## config.mk

```make
export PLATFORM = sky130hd
export DESIGN_NAME = wide_smul_cascade
export DESIGN_NICKNAME = d
export VERILOG_FILES = /design/src/rtl/mulc_pkg.sv /design/src/rtl/mulc_delay.sv /design/src/rtl/mulc_slice.sv /design/src/rtl/mulc_acc.sv /design/src/rtl/wide_smul_cascade.sv
export SDC_FILE = /design/constraint.sdc
export NUM_CORES = 2
export LEC_CHECK = 0
export ABC_AREA = 1
export BUFFER_PORTS_ARGS = -buffer_cell sky130_fd_sc_hd__buf_2
export CAP_MARGIN = 30
export CORE_MARGIN = 2
export CORE_UTILIZATION = 35
export DETAILED_ROUTE_END_ITERATION = 8
export PLACE_DENSITY = 0.58
export SLEW_MARGIN = 40
export SYNTH_ARGS = -nofsm -noshare
export SYNTH_HDL_FRONTEND = slang
export SYNTH_HIERARCHICAL = 1
export SYNTH_SLANG_ARGS = --single-unit
```

## constraint.sdc

```tcl
create_clock -name clk_i -period 15.9 [get_ports clk_i]
set_input_delay 1.59 -clock clk_i [delete_from_list [all_inputs] [get_ports clk_i]]
set_output_delay 1.59 -clock clk_i [all_outputs]
set_load 0.005 [all_outputs]
```

## src/rtl/mulc_pkg.sv

```systemverilog
package mulc_pkg;

  typedef enum logic [1:0] {
    SL_LL = 2'd0,
    SL_LH = 2'd1,
    SL_HL = 2'd2,
    SL_HH = 2'd3
  } slice_e;

  function automatic bit a_is_hi(slice_e k);
    return (k == SL_HL) || (k == SL_HH);
  endfunction

  function automatic bit b_is_hi(slice_e k);
    return (k == SL_LH) || (k == SL_HH);
  endfunction

  // weight of a slice inside the full product
  function automatic int slice_shift(slice_e k, int lo_w);
    return (a_is_hi(k) ? lo_w : 0) + (b_is_hi(k) ? lo_w : 0);
  endfunction

endpackage

```

## src/rtl/mulc_delay.sv

```systemverilog
module mulc_delay #(
  parameter int W = 8,
  parameter int N = 1
) (
  input  logic         clk_i,
  input  logic         rst_ni,
  input  logic [W-1:0] d_i,
  output logic [W-1:0] q_o
);

  logic [W-1:0] pipe_q [N];

  always_ff @(posedge clk_i or negedge rst_ni) begin
    if (!rst_ni) begin
      for (int k = 0; k < N; k++) pipe_q[k] <= '0;
    end else begin
      pipe_q[0] <= d_i;
      for (int k = 1; k < N; k++) pipe_q[k] <= pipe_q[k-1];
    end
  end

  assign q_o = pipe_q[N-1];

endmodule

```

## src/rtl/mulc_slice.sv

```systemverilog
module mulc_slice
  import mulc_pkg::*;
#(
  parameter int     SW   = 18,
  parameter int     DLY  = 0,
  parameter slice_e KIND = SL_LL,
  localparam int    PRW  = 2 * SW
) (
  input  logic                  clk_i,
  input  logic                  rst_ni,
  input  logic signed [SW-1:0]  op_a_i,
  input  logic signed [SW-1:0]  op_b_i,
  output logic signed [PRW-1:0] prod_o
);

  logic signed [SW-1:0] op_a_d, op_b_d;

  // align this slice with the running sum of the same operand pair
  generate
    if (DLY == 0) begin : g_nodly
      assign op_a_d = op_a_i;
      assign op_b_d = op_b_i;
    end else begin : g_dly
      logic [2*SW-1:0] ab_d;
      mulc_delay #(.W(2 * SW), .N(DLY)) u_align (
        .clk_i (clk_i),
        .rst_ni(rst_ni),
        .d_i   ({op_a_i, op_b_i}),
        .q_o   (ab_d)
      );
      assign op_a_d = ab_d[2*SW-1:SW];
      assign op_b_d = ab_d[SW-1:0];
    end
  endgenerate

  always_ff @(posedge clk_i or negedge rst_ni) begin
    if (!rst_ni) prod_o <= '0;
    else         prod_o <= op_a_d * op_b_d;
  end

  generate
    if (!a_is_hi(KIND) && !b_is_hi(KIND)) begin : g_chk_ll

      ll_nonneg_chk: assert property (@(posedge clk_i) disable iff (!rst_ni)
        !prod_o[PRW-1]);
    end else if (a_is_hi(KIND) && b_is_hi(KIND)) begin : g_chk_hh

      hh_bound_chk: assert property (@(posedge clk_i) disable iff (!rst_ni)
        prod_o <= (PRW'(1) <<< (PRW - 2)));
    end else begin : g_chk_mix

      mix_range_chk: assert property (@(posedge clk_i) disable iff (!rst_ni)
        prod_o[PRW-1] == prod_o[PRW-2]);
    end
  endgenerate

endmodule

```

## src/rtl/mulc_acc.sv

```systemverilog
module mulc_acc #(
  parameter int PW    = 70,
  parameter int PRW   = 36,
  parameter int SHIFT = 0
) (
  input  logic                  clk_i,
  input  logic                  rst_ni,
  input  logic signed [PW-1:0]  sum_i,
  input  logic signed [PRW-1:0] prod_i,
  output logic signed [PW-1:0]  sum_o
);

  logic signed [PW-1:0] term;

  always_comb term = PW'(prod_i) <<< SHIFT;

  always_ff @(posedge clk_i or negedge rst_ni) begin
    if (!rst_ni) sum_o <= '0;
    else         sum_o <= sum_i + term;
  end

endmodule

```

## src/rtl/wide_smul_cascade.sv

```systemverilog
module wide_smul_cascade
  import mulc_pkg::*;
#(
  parameter int W       = 35,
  parameter int LO_W    = 17,
  parameter int OUT_DLY = 1
) (
  input  logic            clk_i,
  input  logic            rst_ni,
  input  logic            valid_i,
  input  logic [W-1:0]    a_i,
  input  logic [W-1:0]    b_i,
  output logic            valid_o,
  output logic [2*W-1:0]  product_o
);

  localparam int HI_W   = W - LO_W;
  localparam int SW     = (LO_W + 1 > HI_W) ? LO_W + 1 : HI_W;
  localparam int PRW    = 2 * SW;
  localparam int PW     = 2 * W;
  localparam int IN_DLY = 2;
  localparam int NSL    = 4;
  localparam int LAT    = IN_DLY + 1 + NSL + OUT_DLY;

  logic [2*W-1:0] ab_q;
  logic [W-1:0]   a_q, b_q;

  mulc_delay #(.W(2 * W), .N(IN_DLY)) u_in (
    .clk_i (clk_i),
    .rst_ni(rst_ni),
    .d_i   ({a_i, b_i}),
    .q_o   (ab_q)
  );
  assign a_q = ab_q[2*W-1:W];
  assign b_q = ab_q[W-1:0];

  // low field zero-extended, high field sign-extended
  logic signed [SW-1:0] a_lo, a_hi, b_lo, b_hi;
  always_comb begin
    a_lo = SW'(a_q[LO_W-1:0]);
    b_lo = SW'(b_q[LO_W-1:0]);
    a_hi = SW'($signed(a_q[W-1:LO_W]));
    b_hi = SW'($signed(b_q[W-1:LO_W]));
  end

  logic signed [PW-1:0] sum [NSL+1];
  assign sum[0] = '0;

  for (genvar k = 0; k < NSL; k++) begin : g_stage
    localparam slice_e KIND = slice_e'(k);
    logic signed [PRW-1:0] prod;

    mulc_slice #(.SW(SW), .DLY(k), .KIND(KIND)) u_slice (
      .clk_i (clk_i),
      .rst_ni(rst_ni),
      .op_a_i(a_is_hi(KIND) ? a_hi : a_lo),
      .op_b_i(b_is_hi(KIND) ? b_hi : b_lo),
      .prod_o(prod)
    );

    mulc_acc #(.PW(PW), .PRW(PRW), .SHIFT(slice_shift(KIND, LO_W))) u_acc (
      .clk_i (clk_i),
      .rst_ni(rst_ni),
      .sum_i (sum[k]),
      .prod_i(prod),
      .sum_o (sum[k+1])
    );
  end

  generate
    if (OUT_DLY == 0) begin : g_out_direct
      assign product_o = sum[NSL];
    end else begin : g_out_dly
      mulc_delay #(.W(PW), .N(OUT_DLY)) u_out (
        .clk_i (clk_i),
        .rst_ni(rst_ni),
        .d_i   (sum[NSL]),
        .q_o   (product_o)
      );
    end
  endgenerate

  mulc_delay #(.W(1), .N(LAT)) u_vld (
    .clk_i (clk_i),
    .rst_ni(rst_ni),
    .d_i   (valid_i),
    .q_o   (valid_o)
  );

  // ---- checks ----
  localparam int CW = $clog2(LAT + 1);
  localparam logic [CW-1:0] LAT_C = CW'(LAT);
  localparam logic signed [PW-1:0] P_MAX = PW'(1) <<< (PW - 2);
  localparam logic signed [PW-1:0] P_MIN =
    -((PW'(1) <<< (W - 1)) * ((PW'(1) <<< (W - 1)) - PW'(1)));

  logic [CW-1:0] since_rst;
  always_ff @(posedge clk_i or negedge rst_ni) begin
    if (!rst_ni)                 since_rst <= '0;
    else if (since_rst != LAT_C) since_rst <= since_rst + 1'b1;
  end


  fill_quiet_chk: assert property (@(posedge clk_i) disable iff (!rst_ni)
    (since_rst < LAT_C) |-> (!valid_o && product_o == '0));


  no_overflow_chk: assert property (@(posedge clk_i) disable iff (!rst_ni)
    ($signed(product_o) <= P_MAX) && ($signed(product_o) >= P_MIN));

endmodule

```

[Word-level counts from Yosys, hierarchy flattened]
Cells that the tools add are included.
Storage, ports and cells
  bits in latches: 0
  logic and storage cells: 32
  flip-flop bits (word level): 786
  bits of input ports: 73
  bits in writable memories: 0
  output and inout bits: 71
  memories kept: 0
  bits in read-only memories: 0
Operators by class
  add/subtract/negate cells: 3
  mux-type cells: 0
  bitwise logic cells: 0
  shift operators: 0
  reduce and logical (&&, ||, !) cells: 0
  multiply operators: 4
  order comparisons: 0
  equality and inequality tests: 0
  div/mod/pow operators: 0
Operators by type and width (number)
  multiplier 18 x 18 -> 36 bit: 3
  adder 55 x 70 -> 70 bit: 1
  adder 54 x 53 -> 55 bit: 1
  adder 35 x 53 -> 54 bit: 1
  multiplier 17 x 17 -> 34 bit: 1

[Depth between registers and ports, before layout]
  depth after elaboration: 1
  gate-level depth with buffers: 30
  depth with buffers taken out: 27

[Hierarchy]
The synthesis kept the hierarchy.
Modules (own cells, without submodules)
  mulc_slice (g_stage[2].u_slice): cells each 1825, area each 14182.4 um^2, instances 1
  mulc_slice (g_stage[3].u_slice): cells each 1827, area each 14151.1 um^2, instances 1
  mulc_slice (g_stage[0].u_slice): cells each 1814, area each 14124.8 um^2, instances 1
  mulc_slice (g_stage[1].u_slice): cells each 1823, area each 14118.5 um^2, instances 1
  mulc_acc (g_stage[1].u_acc ...): cells each 1031, area each 6507.5 um^2, instances 2
  mulc_acc (g_stage[0].u_acc): cells each 1342, area each 7843.8 um^2, instances 1
  mulc_acc (g_stage[3].u_acc): cells each 573, area each 4234.1 um^2, instances 1
  mulc_delay (u_in): cells each 210, area each 4028.9 um^2, instances 1
  mulc_delay (g_stage[3].u_slice.g_dly.u_align): cells each 144, area each 2972.9 um^2, instances 1
  mulc_delay (g_stage[2].u_slice.g_dly.u_align): cells each 108, area each 2072.0 um^2, instances 1
  mulc_delay (g_out_dly.u_out): cells each 70, area each 1751.7 um^2, instances 1
  mulc_delay (g_stage[1].u_slice.g_dly.u_align): cells each 36, area each 900.9 um^2, instances 1
  mulc_delay (u_vld): cells each 8, area each 200.2 um^2, instances 1
  wide_smul_cascade: cells each 1, area each 3.8 um^2, instances 1

[Worst setup path before layout]
Ideal clock, no wire load.
  kind: register to register
  start point: reg g_stage[2].u_slice.g_dly.u_align.pipe_q (netlist bit g_stage[2].u_slice/g_dly.u_align/q_o[4])
  end point: reg g_stage[2].u_slice.prod_o[35]
  required time: 15.784 ns
  stages on the path, launching flop included: 23
  arrival time: 5.542 ns
  slack: 10.241 ns
  clock period less this slack: 5.659 ns
  cells stage by stage: dfrtp_1 > buf_4 > clkbuf_1 > clkbuf_1 > nand2_1 > fa_1 > inv_1 > fa_1 > fa_1 > fa_1 > fa_1 > inv_1 > fa_1 > inv_1 > ha_1 > nand2_2 > nor2_2 > inv_2 > nor2_4 > and2_1 > a21oi_1 > nand2_1 > nand2_1
On the way
  word-level cells in the longest chain between the ends: 1
RTL lines
  start: declaration: RTL line mulc_delay.sv:11  | logic [W-1:0] pipe_q [N];
  multiplier 18 x 18 -> 36 bit: RTL line mulc_slice.sv:38  | else prod_o <= op_a_d * op_b_d;
  end signal: assignment: RTL line mulc_slice.sv:38
  end: declaration: RTL line mulc_slice.sv:13  | output logic signed [PRW-1:0] prod_o
Every way passes these cells.

[Worst setup path in the final report]
  start point: reg g_stage[1].u_slice.g_dly.u_align.pipe_q (netlist bit g_stage[1].u_slice/g_dly.u_align/q_o[0])
  end point: reg g_stage[1].u_slice.prod_o[25]
On the way
  word-level cells in the longest chain between the ends: 1
RTL lines (RTL line)
  start: declaration: mulc_delay.sv:11
  multiplier 18 x 18 -> 36 bit: mulc_slice.sv:38
  end signal: assignment: mulc_slice.sv:38
  end: declaration: mulc_slice.sv:13
Every way passes these cells.

==> run_results.csv <==
group,metric,value,unit
status,status,"finished clean",
run,drv_cap,0,
route,num_vias,68600,
critical_path,endpoint,"g_stage[1].u_slice/prod_o[25]$_DFF_PN0_",
critical_path,path_buf_inv,8,
global_routing,grt_pass1_wl,395000,um
place,dpl.cell_count,15200,
global_routing,grt_pass1_vias,70800,
cts,cts.sinks,858,
logic_synthesis,yosys_warnings,6,
hold_path,hp-start,"g_stage[2].u_acc/sum_o[16]$_DFF_PN0_",
critical_path,cp.required,16.50,ns
sta,max-slew-margin-rel,40.2,%
floorplan,die_area,272000,um2
critical_path,slowest_delay,0.58,ns
sta,setup_tns,0,ns
critical_path,path_max_fanout,18,
cts,cts_root_buf,"clkbuf_16",
final_layout,layout-drive-gt1-share,6.64,%
critical_path,cp.depth,22,
critical_path,r2r_setup_slack,9.68,ns
route,drc_errors,0,
cts,post_cts_buffers,0,
route,wl_per_cell,16.2,um
critical_path,worst_r2r_endpoint,"g_stage[1].u_slice/prod_o[25]$_DFF_PN0_",
cts,worstSkewPairLatency,0.78,ns
logic_synthesis,synthCells,11800,
logic_synthesis,netlist_area,93600,um2
global_routing,grt_max_degree,166,
place,place_area,97100,um2
place,gp_congestion,0.933,
critical_path,path_class,"flop to flop",
logic_synthesis,synthTopCellsByArea,"fa_1, dfrtp_1, nand2_1",
final_layout,area_growth_syn_to_layout,7.68,%
final_layout,design_area,101000,um2
sta,worstMarginPinSlew,0.898,ns
sta,finalSetupViolations,0,
cts,cts_resized,0,
floorplan,initial_utilization,35.2,%
sta,slew_viol_final,0,
critical_path,cp.arrival,6.82,ns
critical_path,rr_startpoint,"g_stage[1].u_slice/g_dly.u_align/q_o[0]$_DFF_PN0_",
floorplan,io_pins,144,
logic_synthesis,yosysTopAreaCellShare,28.2,%
logic_synthesis,synth_seq_area_share,22.9,%
logic_synthesis,synth_top_area_cell,"fa_1",
sta,rsz0062_at_grt,"no",
floorplan,die_w,521,um
final_layout,fillers,27600,
critical_path,critPathCaptureType,"flop",
cts,cts_buffers,101,
floorplan,coreArea,266000,um2
floorplan,fp-row-count,189,
route,via_per_inst,4.46,
critical_path,cp-start-kind,"flop",
final_layout,design.final.nets,13700,
cts,ctsHoldBuffers,0,
global_routing,grt_util_all_layers,18.5,%
logic_synthesis,ys_ff_latch,858,
sta,final.setup_skew,0.0864,ns
critical_path,path_delay_family,"adder cells",
logic_synthesis,synth_cell_type_count,43,
cts,clk_pin_slew,0.06,ns
final_layout,layout.cells.non_filler,15400,
sta,period_share,39.1,%
cts,clock_path_buffers,3,
floorplan,die_h,521,um
critical_path,critPathLaunch,"g_stage[1].u_slice/g_dly.u_align/q_o[0]$_DFF_PN0_",
sta,fin_crit,6.22,ns
global_routing,overflow,0,
place,hpwl,208000,um
hold_path,worst_hold_path_type,"flop to flop",
place,port_buffers,143,
cts,htree_levels,3,
sta,fmax,161,MHz
route,drt_iter0_drc,4398,
route,drt_wl_total,249000,um
critical_path,rr_worst_depth,22,
logic_synthesis,syn_area_per_cell,7.90,um2
critical_path,crit_chain,"nand2_1 > inv_1 > fa_1 > inv_1 > fa_1 > inv_1 > ha_1 > inv_1 > fa_1 > inv_1 > fa_1 > inv_1 > fa_1 > inv_1 > ha_1 > nand2_1 > inv_1 > nand2_1 > nor3_1 > nand3_1 > nand4_1 > nand2_1",
route,ant_nets,0,
global_routing,antenna_found_initial,12,
sta,finalHoldViolCount,0,
route,dr.pass1.iters,8,
critical_path,cp_slowest_cell,"dfrtp_1",
cts,cts_tree,"done",
critical_path,cp_common_cell,"inv_1",
-- cells in the final DEF (no fill, tap or decap), types with 48 or more instances in the layout --
| cell type | instances |
|---|---|
| nand2_1 | 3451 |
| inv_1 | 3170 |
| fa_1 | 1320 |
| dfrtp_1 | 809 |
| ha_1 | 580 |
| nor2_1 | 546 |
| nand3_1 | 281 |
| a21oi_1 | 272 |
| xor2_1 | 173 |
| buf_2 | 142 |
| nand2_2 | 132 |
| clkbuf_16 | 101 |
| nor2_2 | 87 |
| conb_1 | 76 |
| o21ai_0 | 76 |
| nand4_1 | 63 |
| nor3_1 | 61 |
| dfrtp_2 | 49 |
| inv_2 | 48 |
| o21bai_1 | 48 |
-- registers in the layout, indices dropped and copies added, names as in the netlist --
register and flops:
g_stage.u_slice/g_dly.u_align/q_o 108, u_in/pipe_q 70, u_vld/q_o 1, g_stage.u_slice/prod_o 144
u_in/q_o 70, g_stage.u_slice/g_dly.u_align/pipe_q 108, g_out_dly.u_out/q_o 70, g_stage.u_acc/sum_o 280
u_vld/pipe_q 7
-- synthesized netlist by cell type --
library cell,instances
a21o_1,11
a31oi_1,3
nand2_2,132
and2_2,4
nand3_1,281
o21bai_1,48
nor4_1,7
nand2_1,3451
nor3_4,4
and2_4,8
nor2_4,30
o21bai_2,2
dfrtp_1,858
inv_2,48
nand2_4,1
a21boi_0,5
or2_2,16
nor3_2,11
or2_1,8
nand3_2,42
o21ai_2,1
o21ai_0,76
fa_1,1320
xnor2_1,30
buf_1,25
o211ai_1,2
nor2_1,546
a21oi_1,272
clkbuf_1,259
nand4_1,63
nor3_1,61
and3_1,5
buf_4,142
a21oi_2,10
o21ai_1,6
and2_1,24
nand3b_1,19
nor2_2,87
inv_1,3170
o21a_1,1
xor2_1,173
ha_1,580
conb_1,1
-- final cells by class --
type	instances	area [um2]	share of cell area (%)
Multi-Input combinational cell	7416	58200	57.7
Sequential cell	858	21500	21.4
Inverter	3218	12100	12.0
Tap cell	3533	4420	4.39
Clock buffer	128	2780	2.76
Timing Repair Buffer	165	978	0.971
Clock inverter	60	793	0.787
Antenna cell	4	10.0	0.00993
-- worst min path at each step --
stage | to | slack [ns] | depth (start not counted)
CTS | g_out_dly.u_out/q_o[34]$_DFF_PN0_ | 0.33 | 0
global route | u_in/q_o[25]$_DFF_PN0_ | 0.34 | 0
global placement | g_stage[3].u_slice/g_dly.u_align/q_o[26]$_DFF_PN0_ | 0.33 | 0
finish | g_stage[3].u_acc/sum_o[16]$_DFF_PN0_ | 0.34 | 0
detailed placement | u_in/q_o[2]$_DFF_PN0_ | 0.33 | 0
floorplan | g_out_dly.u_out/q_o[0]$_DFF_PN0_ | 0.33 | 0
-- stage by stage --
stage | setup WS (ns) | hold slack [ns] | utilization [%]
4_1_cts | 9.64 | 0.335 | 37.9
6_report | 9.68 | 0.336 | 38.0
5_1_grt | 9.22 | 0.343 | 38.0
3_3_place_gp | 9.74 | 0.331 | 36.6
3_5_place_dp | 9.70 | 0.335 | 36.6
2_1_floorplan | 10.24 | 0.331 | -
-- worst register-to-register path: cells and delay by family, from the launching register on --
| kind | cells | cell delay, ns |
|---|---|---|
| buffers and inverters | 8 | 0.79 |
| and+or+nand+nor | 7 | 1.20 |
| DFF | 1 | 0.58 |
| adders and majority gates | 7 | 3.51 |
-- cells by family (layout without fill, tap and decap cells) --
logic type | count (synthesis) | after routing | share of synthesized area (%)
and+or+nand+nor | 4800 | 4800 | 21.4
buffers and inverters | 3644 | 3571 | 15.2
adders and majority gates | 1900 | 1900 | 36.0
DFF | 858 | 858 | 22.9
AOI/OAI and AO/OA | 437 | 437 | 2.58
xor gates and xnor gates | 203 | 203 | 1.90
other | 1 | 80 | 0.00401
-- layer usage --
layer	GRT usage [%]	vias up	wire [um]
li1	-	33500	-
met1	24.5	33400	109000
met2	32.4	1407	123000
met3	1.79	289	10400
met4	4.65	2	6330
met5	0	-	13
Power is not shown: default switching activity piles up to over one toggle a cycle in this logic, so the estimate is an artifact.
